**src/rtl/ep_stall_ctrl.sv**
```systemverilog
module ep_stall_ctrl #(
  parameter int NUM_EP = 8,
  localparam int EPW = $clog2(NUM_EP)
) (
  input  logic                clk,
  input  logic                rst_n,
  input  logic [2*NUM_EP-1:0] ep_type_i,
  input  logic [5*NUM_EP-1:0] ep_flags_i,
  input  logic                fw_sel_we,
  input  logic [EPW-1:0]      fw_sel_d,
  output logic [EPW-1:0]      fw_sel_q,
  input  logic                fw_ctl_we,
  input  logic [2:0]          fw_ctl_d,
  output logic [3:0]          fw_ctl_q,
  input  logic                pe_tok_valid,
  input  logic [EPW-1:0]      pe_tok_ep,
  input  logic                pe_tok_setup,
  input  logic                pe_setup_ok,
  input  logic [EPW-1:0]      pe_setup_ep,
  input  logic                pe_stall_done,
  input  logic [EPW-1:0]      pe_stall_ep,
  output logic                stall_o,
  output logic                irq_o
);
  localparam logic [1:0] T_CTRL = 2'd0;
  localparam logic [1:0] T_ISO  = 2'd1;

  logic [EPW-1:0]    sel_q;
  logic [NUM_EP-1:0] req_q, pend_q, sent_q, ie_q;
  logic [NUM_EP-1:0] req_n, pend_n, sent_n, ie_n;

  always_comb begin
    req_n = req_q; pend_n = pend_q; sent_n = sent_q; ie_n = ie_q;
    for (int i = 0; i < NUM_EP; i++) begin
      if (fw_ctl_we && sel_q == EPW'(i)) begin
        ie_n[i] = fw_ctl_d[2];
        if (!fw_ctl_d[1]) sent_n[i] = 1'b0;
        if (!fw_ctl_d[0]) begin
          req_n[i] = 1'b0; pend_n[i] = 1'b0;
        end else if (ep_type_i[2*i +: 2] != T_ISO && !req_q[i]) begin
          if (|ep_flags_i[5*i +: 5]) pend_n[i] = 1'b1;
          else begin req_n[i] = 1'b1; pend_n[i] = 1'b0; end
        end
      end else if (pend_q[i] && !(|ep_flags_i[5*i +: 5])) begin
        req_n[i] = 1'b1; pend_n[i] = 1'b0;
      end
      if (pe_setup_ok && pe_setup_ep == EPW'(i) && ep_type_i[2*i +: 2] == T_CTRL) begin
        req_n[i] = 1'b0; pend_n[i] = 1'b0;
      end
      if (pe_stall_done && pe_stall_ep == EPW'(i)) sent_n[i] = 1'b1;
    end
  end

  always_ff @(posedge clk) begin
    if (!rst_n) begin
      sel_q <= '0; req_q <= '0; pend_q <= '0; sent_q <= '0; ie_q <= '0;
    end else begin
      if (fw_sel_we) sel_q <= fw_sel_d;
      req_q <= req_n; pend_q <= pend_n; sent_q <= sent_n; ie_q <= ie_n;
    end
  end

  assign fw_sel_q = sel_q;
  assign fw_ctl_q = {ie_q[sel_q], pend_q[sel_q], sent_q[sel_q], req_q[sel_q]};
  assign stall_o  = pe_tok_valid && !pe_tok_setup && req_q[pe_tok_ep] &&
                    ep_type_i[2*pe_tok_ep +: 2] != T_ISO;
  assign irq_o    = |(sent_q & ie_q);

  a_r7_setup_clears_req: assert property (@(posedge clk) disable iff (!rst_n)
    pe_setup_ok && ep_type_i[2*pe_setup_ep +: 2] == T_CTRL |=> !req_q[$past(pe_setup_ep)]);
  a_r6_sent_after_report: assert property (@(posedge clk) disable iff (!rst_n)
    pe_stall_done |=> sent_q[$past(pe_stall_ep)]);
  a_r5_pending_excludes_req: assert property (@(posedge clk) disable iff (!rst_n)
    (pend_q & req_q) == '0);
  a_r4_iso_write_no_req: assert property (@(posedge clk) disable iff (!rst_n)
    fw_ctl_we && ep_type_i[2*sel_q +: 2] == T_ISO && !req_q[sel_q] && !pend_q[sel_q]
    |=> !req_q[$past(sel_q)]);
  a_r6_irq_rise_cause: assert property (@(posedge clk) disable iff (!rst_n)
    $rose(irq_o) |-> $past(pe_stall_done || fw_ctl_we));
endmodule

```
**config.mk**
```make
export PLATFORM = sky130hd
export DESIGN_NAME = ep_stall_ctrl
export DESIGN_NICKNAME = d
export VERILOG_FILES = /design/src/rtl/ep_stall_ctrl.sv
export SDC_FILE = /design/constraint.sdc
export NUM_CORES = 1
export LEC_CHECK = 0
export BUFFER_PORTS_ARGS = -buffer_cell sky130_fd_sc_hd__buf_4
export CORE_UTILIZATION = 45
export DETAILED_ROUTE_END_ITERATION = 10
export PLACE_DENSITY = 0.77
export SETUP_SLACK_MARGIN = 0.2
export SYNTH_ARGS = -nofsm -noshare
export SYNTH_HDL_FRONTEND = slang
export SYNTH_SLANG_ARGS = --single-unit
```
**constraint.sdc**
```tcl
create_clock -name clk -period 1.8 [get_ports clk]
set_input_delay 0.45 -clock clk [delete_from_list [all_inputs] [get_ports clk]]
set_output_delay 0.45 -clock clk [all_outputs]
set_load 0.05 [all_outputs]
```
# Yosys cells after proc, flatten, opt, wreduce, memory -nomap -nowiden
# Cells that the tools add are included.
dict set report word_totals {
  reg_bits 35
  input_bits 79
  output_inout_bits 9
}
dict set report op_classes {
  n_lt_le_gt_ge 2
  eq_ne 54
  n_shift 1
  muxes 107
  n_bitwise 2
  n_reduce_logical 136
}
# operator n
set ops {}
lappend ops {{2-to-1 mux 1 bit} 102}
lappend ops {{logical AND 1 bit} 51}
lappend ops {{OR reduction 5 bit} 8}
lappend ops {{equality test 3 bit, second input constant} 12}
lappend ops {{!= test 2 x 1 -> 1 bit, second input constant} 17}
lappend ops {{AND reduction 2 bit} 16}
lappend ops {{nonzero test 2 bit} 16}
lappend ops {{!= test 3 x 2 -> 1 bit, second input constant} 8}
lappend ops {{!= test 3 bit, second input constant} 8}
lappend ops {{AND reduction 3 bit} 8}
lappend ops {{equality test 3 x 2 -> 1 bit, second input constant} 6}
lappend ops {{zero test 1 bit} 17}
lappend ops {{zero test 2 bit} 8}
lappend ops {{OR reduction 2 bit} 8}
lappend ops {{variable part select 16 x 5 -> 2 bit} 1}
lappend ops {{binary-select mux 1 bit (select 3 bit)} 5}
lappend ops {{equality test 3 x 1 -> 1 bit, second input constant} 3}
lappend ops {{zero test 3 bit} 3}
lappend ops {{bitwise AND 8 bit} 1}
lappend ops {{< comparator 3 x 4 -> 1 bit, second input constant} 2}
lappend ops {{OR reduction 8 bit} 1}
lappend ops {{NOT 1 bit} 1}

# Depth between registers and ports, before layout
# Gate-level depths: netlist (run 1).
dict set report depth {
  ltp_word 5
  mapped_depth 6
  ltp_nobuf 4
}

# Worst setup path before layout (run 1)
# No wires, ideal clock.
dict set report synth_timing {
  kind {input to output}
  from {input ep_type_i[15]}
  to {output stall_o}
  arrival_time_ps 2227
  t_required_ps 1350
  slack_ps -877
  path_stages 4
  path_buffers 0
  cell_sequence {nand2b_1 -> nand2_1 -> mux4_2 -> a2111oi_2}
}
dict set report synth_via {
  elab_chain_len 3
}
# item line
set synth_rtl {}
lappend synth_rtl {{start: declaration} 7} ;# input logic [2*NUM_EP-1:0] ep_type_i,
lappend synth_rtl {{variable part select 16 x 5 -> 2 bit} 66} ;# ep_type_i[2*pe_tok_ep +: 2] != T_ISO;
lappend synth_rtl {{!= test 2 x 1 -> 1 bit} 66}
lappend synth_rtl {{logical AND 1 bit} 65} ;# assign stall_o = pe_tok_valid && !pe_tok_setup && req_q[pe_tok_ep] &&
lappend synth_rtl {{end: declaration} 22} ;# output logic stall_o,
# Every way passes these cells.

# Worst setup path in the final report (run 1)
dict set report layout_timing {
  from {input ep_type_i[12]}
  to {output stall_o}
}
# Same word-level chain as after synthesis.

==> metrics.txt, run 1 <==
status finished, violations left; failing checks setup timing; Main synth FF type dfxtp_1; area of the multi-input gates about 1700 sq um; WP data arrival 1.74 ns; initial core utilization 46.6%; row count 26; synth warn 0; Cells after DPL 437; Via Count 2655; initial antenna violation count 0; clock buffer count from CTS 5; CTS H-tree depth 2; leakage approximately 1.5 nW; CTS max path bufs 2; first-pass GRT wire length 11.1 mm; Finish-stage setup viols 5; Die Ht ~75 microns; Hold Crit Class input port to flip-flop; gr ovfl total 0; most common cell in the netlist dfxtp_1; crit share post-route 121%; WL/cell approximately 16 microns; synthesized instance count 267; DP Wirelength between 5 and 6 mm; RSZ-0062 raised after global routing true; ys async rst share 0%; flops & latches, synth 35; Die Span X 74.7 microns; Placer Congestion 0.877; Global Route Usage Sum a little over a quarter; Max VDD drop just under 0.3 mV; TritonCTS clock tree built; Crit Path Category input port to primary output; R2R depth 7; post-route antenna net violation count 0; Syn-to-layout area delta 54.2%; I/O Pins roughly 90; max_slew headroom between 60% and 70%; CTS clk-pin slew, worst paths about 0.07 ns; r2r setup slk approximately 0.2 ns; 1st-iter DRT viols approximately 230; Max-Cap Viols 0; Critical Path Source Type input port; Yosys top cell area share approximately 29%; required time of the critical path approximately 1.4 ns; Post-synth EDFFs 0; register area share after synthesis slightly below 30%; skew final between 0.002 and 0.0025 ns; unique cell type count in the Yosys netlist 40; clk sink count 35; number of global-route vias before repair around 2400; # diodes 0; die area approximately 5600 sq um; Finished Core Util approximately 72%; clock latency on the worst-skew pair roughly 0.28 ns; largest net degree at the start of global routing 28; syn_area_per_cell a little under 9 sq um; vias per inst 5.73; area leader, netlist dfxtp_1; post-layout net count approximately 470; synthesized area approximately 2400 sq um; Worst Path Max Fanout 2; routed wire length approximately 7.3 mm; First-pass DRT Iterations 5; core area around 5000 sq um; fill cell count 392; f_max about 0.46 GHz; overall power 1.84 mW; Tmin final 2.19 ns; PwrDens roughly 500 nW/um^2; Tightest Pin Transition roughly 0.52 ns; fin. max-slew vios 0; Commonest cells post-synth dfxtp_1, nand2_1, nor2_1, nand2b_1, nor2b_1; Syn Nets between 300 and 400; CP endpoint kind primary output; number of buffers added on ports 87; Final Hold Fails 0; Hold Path Depth 3; clock root buffer clkbuf_8; Finished Layout Cells between 400 and 500; final worst setup slack -0.385 ns; Reg area just over 700 sq um; ranking of synthesized cells by area dfxtp_1, mux4_2, nand2b_1; layout cells sized above 1 between 40% and 50%; DRC 0
-- logic make-up (layout without fill, tap and decap cells) --
group | count (synthesis) | after routing | synth area share, %
flip-flops | 35 | 35 | 29.5
buffers and inverters | 15 | 141 | 3.31
AND/OR/NAND/NOR | 129 | 129 | 32.9
AO/OA/AOI/OAI | 63 | 63 | 18.6
multiplexers | 25 | 25 | 15.7
-- metrics by stage --
| step | worst slack, ns | area (sq um) | setup TNS (ns) | hold WS, ns |
|---|---|---|---|---|
| after floorplan | -0.445 | 2460 | -0.917 | 0.453 |
| after global placement | -0.422 | 3310 | -0.891 | 0.479 |
| after detailed placement | -0.450 | 3310 | -0.943 | 0.493 |
| after CTS | -0.393 | 3570 | -1.87 | 0.420 |
| after global routing | -0.441 | 3670 | -2.04 | 0.459 |
| final | -0.385 | 3670 | -1.84 | 0.426 |
-- area by class of cell --
class,count,area share (%)
Multi-Input combinational cell,217,46.4
Inverter,2,0.205
Timing Repair Buffer,131,29.2
Clock inverter,2,0.205
Clock buffer,6,1.98
Sequential cell,35,19.6
Tap cell,70,2.39
-- what timing repair did --
item                       CTS  global route
cloned                       0             0
gates resized for setup     26            13
setup buffers               10             8
pin swaps                    5             9
setup endpoints to repair   11            18
hold buffers                 0             0
-- worst max-delay path, stage by stage --
cell and delay (ns):
buf_4 0.13, nand2b_4 0.07, nand2_2 0.05, mux4_2 0.50, a2111oi_4 0.33, buf_6 0.20
-- placed cells by master, fill, tap and decap left out, types with 3 or more instances in the layout --
cell type	count
nand4_1	6
and4bb_2	3
a31oi_1	9
a21boi_0	12
o211ai_1	4
o41ai_1	8
mux4_2	9
o21a_1	3
clkbuf_8	5
nor3_1	8
nand3_1	13
o21ai_0	8
mux2i_1	8
a21oi_1	6
nor2b_1	15
a22oi_2	3
dfxtp_1	27
nor2_1	24
buf_4	111
or4_1	8
buf_6	16
nand2_1	21
dfxtp_4	3
dfxtp_2	5
nand2_2	3
mux2_4	6
nand2b_4	4
nand2b_1	11
nand4b_4	3
-- report_power, final --
part | total, mW | internal (mW) | switching (mW)
logic | 0.483 | 0.270 | 0.213
registers | 0.815 | 0.790 | 0.0248
clock network | 0.542 | 0.264 | 0.278
total | 1.84 | 1.32 | 0.516
-- per-layer routing --
layer | part of all wire [%] | track usage [%] | vias up
li1 | - | - | 1277
met3 | 5.5 | 3.48 | 6
met5 | 0 | 0 | -
met2 | 51 | 45.6 | 108
met4 | 0.77 | 6.08 | 0
met1 | 43 | 34.6 | 1264
-- state kept, by name, summed over array words and instances, names as in the netlist --
| signal | count |
|---|---|
| req_q | 8 |
| pend_q | 8 |
| fw_sel_q | 3 |
| sent_q | 8 |
| ie_q | 8 |
-- final timing paths --
kind	start	endpoint
setup / recovery	ep_type_i[12]	stall_o
hold / removal	fw_sel_d[2]	fw_sel_q[2]$_SDFFE_PN0P_
setup reg to reg	fw_sel_q[0]$_SDFFE_PN0P_	req_q[6]$_SDFFE_PP0P_
hold reg to reg	sent_q[4]$_SDFFE_PN0P_	sent_q[4]$_SDFFE_PN0P_
Note: power is estimated with default switching activity, not from simulation.
==> run 2, diff against run 1 <==
--- a/config.mk
+++ b/config.mk
@@ -9,6 +9,7 @@
 export CORE_UTILIZATION = 45
 export DETAILED_ROUTE_END_ITERATION = 10
 export PLACE_DENSITY = 0.77
+export REMOVE_ABC_BUFFERS = 1
 export SETUP_SLACK_MARGIN = 0.2
 export SYNTH_ARGS = -nofsm -noshare
 export SYNTH_HDL_FRONTEND = slang
==> run 2 against run 1 <==
Compared with the run above: the run still ends with setup timing left; global-route usage rose by 0.60 points; worst hold slack worse by 0.011 ns; fmax shrank 2.2%; sequential share of layout area up 0.071 points; clock power up 56%; first-iteration DRC count fell by 20%; sequential power is essentially flat; largest cell class unchanged; highest routed layer unchanged.
==> metrics.txt, run 2 (same netlist as run 1, synthesis figures left out) <==
Tmin final ~2.2 ns; setup_tns -2.03 ns; max_slew headroom 58.9%; Worst Path Max Fanout 7; RSZ-0062 raised after global routing true; # diodes 0; Final Hold Fails 0; Max VDD drop roughly 0.32 mV; required time of the critical path 1.35 ns; final worst setup slack -0.434 ns; CTS max path bufs 2; Hold Crit Class input port to flip-flop; wire length on met3 376 microns; r2r setup slk roughly 0.24 ns; slowest stage delay, CP around 0.51 ns; Syn-to-layout area delta 52.6%; DRC 0; slowest CP cell mux4_2; number of buffers added on ports between 80 and 90; crit-path cells buf_12 > mux4_2 > mux2_2 > buf_6; crit share post-route 124%; met2 wire len 3.66 mm; Cells after DPL around 440; fin. max-slew vios 0; DP Wirelength 5.28 mm; clock root buffer clkbuf_8; most frequent cells in the layout buf_4, dfxtp_1, nor2_1, nand2_1, nor2b_1; WHS 0.415 ns; vias per inst ~5.8; CP endpoint kind primary output; f_max 0.448 GHz; fill cell count 386; PwrDens 590 nW/um^2; delay-heaviest family, CP multiplexers; Max Used Layer met4; I/O Pins slightly below 90; hold buffers post-CTS 0; Global Route Usage Sum 26.8%; skew final about 0.0077 ns; clk sink count 35; die area approximately 5600 sq um; clock buffer count from CTS 5; first-pass GRT wire length 11.2 mm; failing checks setup timing; Max-Cap Viols 0; First-pass DRT Iterations 4; 1st-iter DRT viols 180; post-route antenna net violation count 0; TritonCTS clock tree built; largest net degree at the start of global routing 28; gr ovfl total 0; routed wire length slightly above 7 mm; core area around 5100 sq um; CTS clk-pin slew, worst paths around 0.07 ns; crit path buf inv count 2; Critical Path Source Type flip-flop; status finished, violations left; layout cells sized above 1 between 40% and 50%; Via Count roughly 2600; Tightest Pin Transition ~0.61 ns; overall power approximately 2.1 mW; post-layout net count ~460; M1 WL between 3 and 4 mm; Placer Congestion 0.847; Crit Path Category flip-flop to primary output; WP data arrival 1.78 ns; clock latency on the worst-skew pair 0.29 ns; Finished Layout Cells about 450; CTS H-tree depth 2; leakage between 1.5 and 2 nW; number of global-route vias before repair ~2400; initial core utilization around 47%; Die Span X roughly 75 microns; Finish-stage setup viols 5; commonest non-fill, non-tap cell in the layout buf_4; initial antenna violation count 0; row count 26; WL/cell 15.8 microns; Die Ht approximately 75 microns
-- run 2: per-layer routing --
layer	vias up	global-route usage, %
met5	-	0
met1	1272	34.4
met4	0	6.92
li1	1257	-
met2	87	46.9
met3	10	4.55
-- run 2: area by class of cell --
class                           instances  area (sq um)  share of cell area (%)
Tap cell                               70          87.6                    2.41
Inverter                                2          7.51                   0.207
Multi-Input combinational cell        217          1670                    45.9
Clock inverter                          2          60.1                    1.66
Clock buffer                            6          72.6                    2.00
Timing Repair Buffer                  121          1020                    28.1
Sequential cell                        35           713                    19.7
-- run 2: worst register-to-register path: stages, from the launching register on --
cell and delay [ns]:
dfxtp_4 0.37, buf_16 0.14, nand4b_2 0.28, or4_1 0.54
a31oi_1 0.15
-- run 2: worst paths after layout --
path / from / end / cells after the start
hold reg to reg: ie_q[2]$_SDFFE_PN0P_ / ie_q[2]$_SDFFE_PN0P_ / 2
hold / removal: fw_sel_d[2] / fw_sel_q[2]$_SDFFE_PN0P_ / 3
setup / recovery: fw_sel_q[0]$_SDFFE_PN0P_ / fw_ctl_q[0] / 4
setup reg to reg: fw_sel_q[0]$_SDFFE_PN0P_ / pend_q[6]$_SDFFE_PP0P_ / 4
-- run 2: timing repair --
action	in CTS	in global routing
gates cloned	1	0
buffers inserted	1	2
resized for setup	30	9
setup endpoints to repair	19	11
pin swaps	6	2
-- run 2: through the flow --
| step | util [%] | instance area, sq um | worst slack [ns] |
|---|---|---|---|
| 5_1_grt | 71.0 | 3630 | -0.479 |
| 3_5_place_dp | 64.6 | 3300 | -0.509 |
| 4_1_cts | 70.2 | 3580 | -0.425 |
| 3_3_place_gp | 64.6 | 3300 | -0.496 |
| 6_report | 71.0 | 3630 | -0.434 |
| 2_1_floorplan | - | 2310 | -0.878 |
-- run 2: where the power goes --
part           internal, mW  switching [mW]
clock network         0.554           0.293
registers             0.791          0.0217
logic                 0.269           0.212
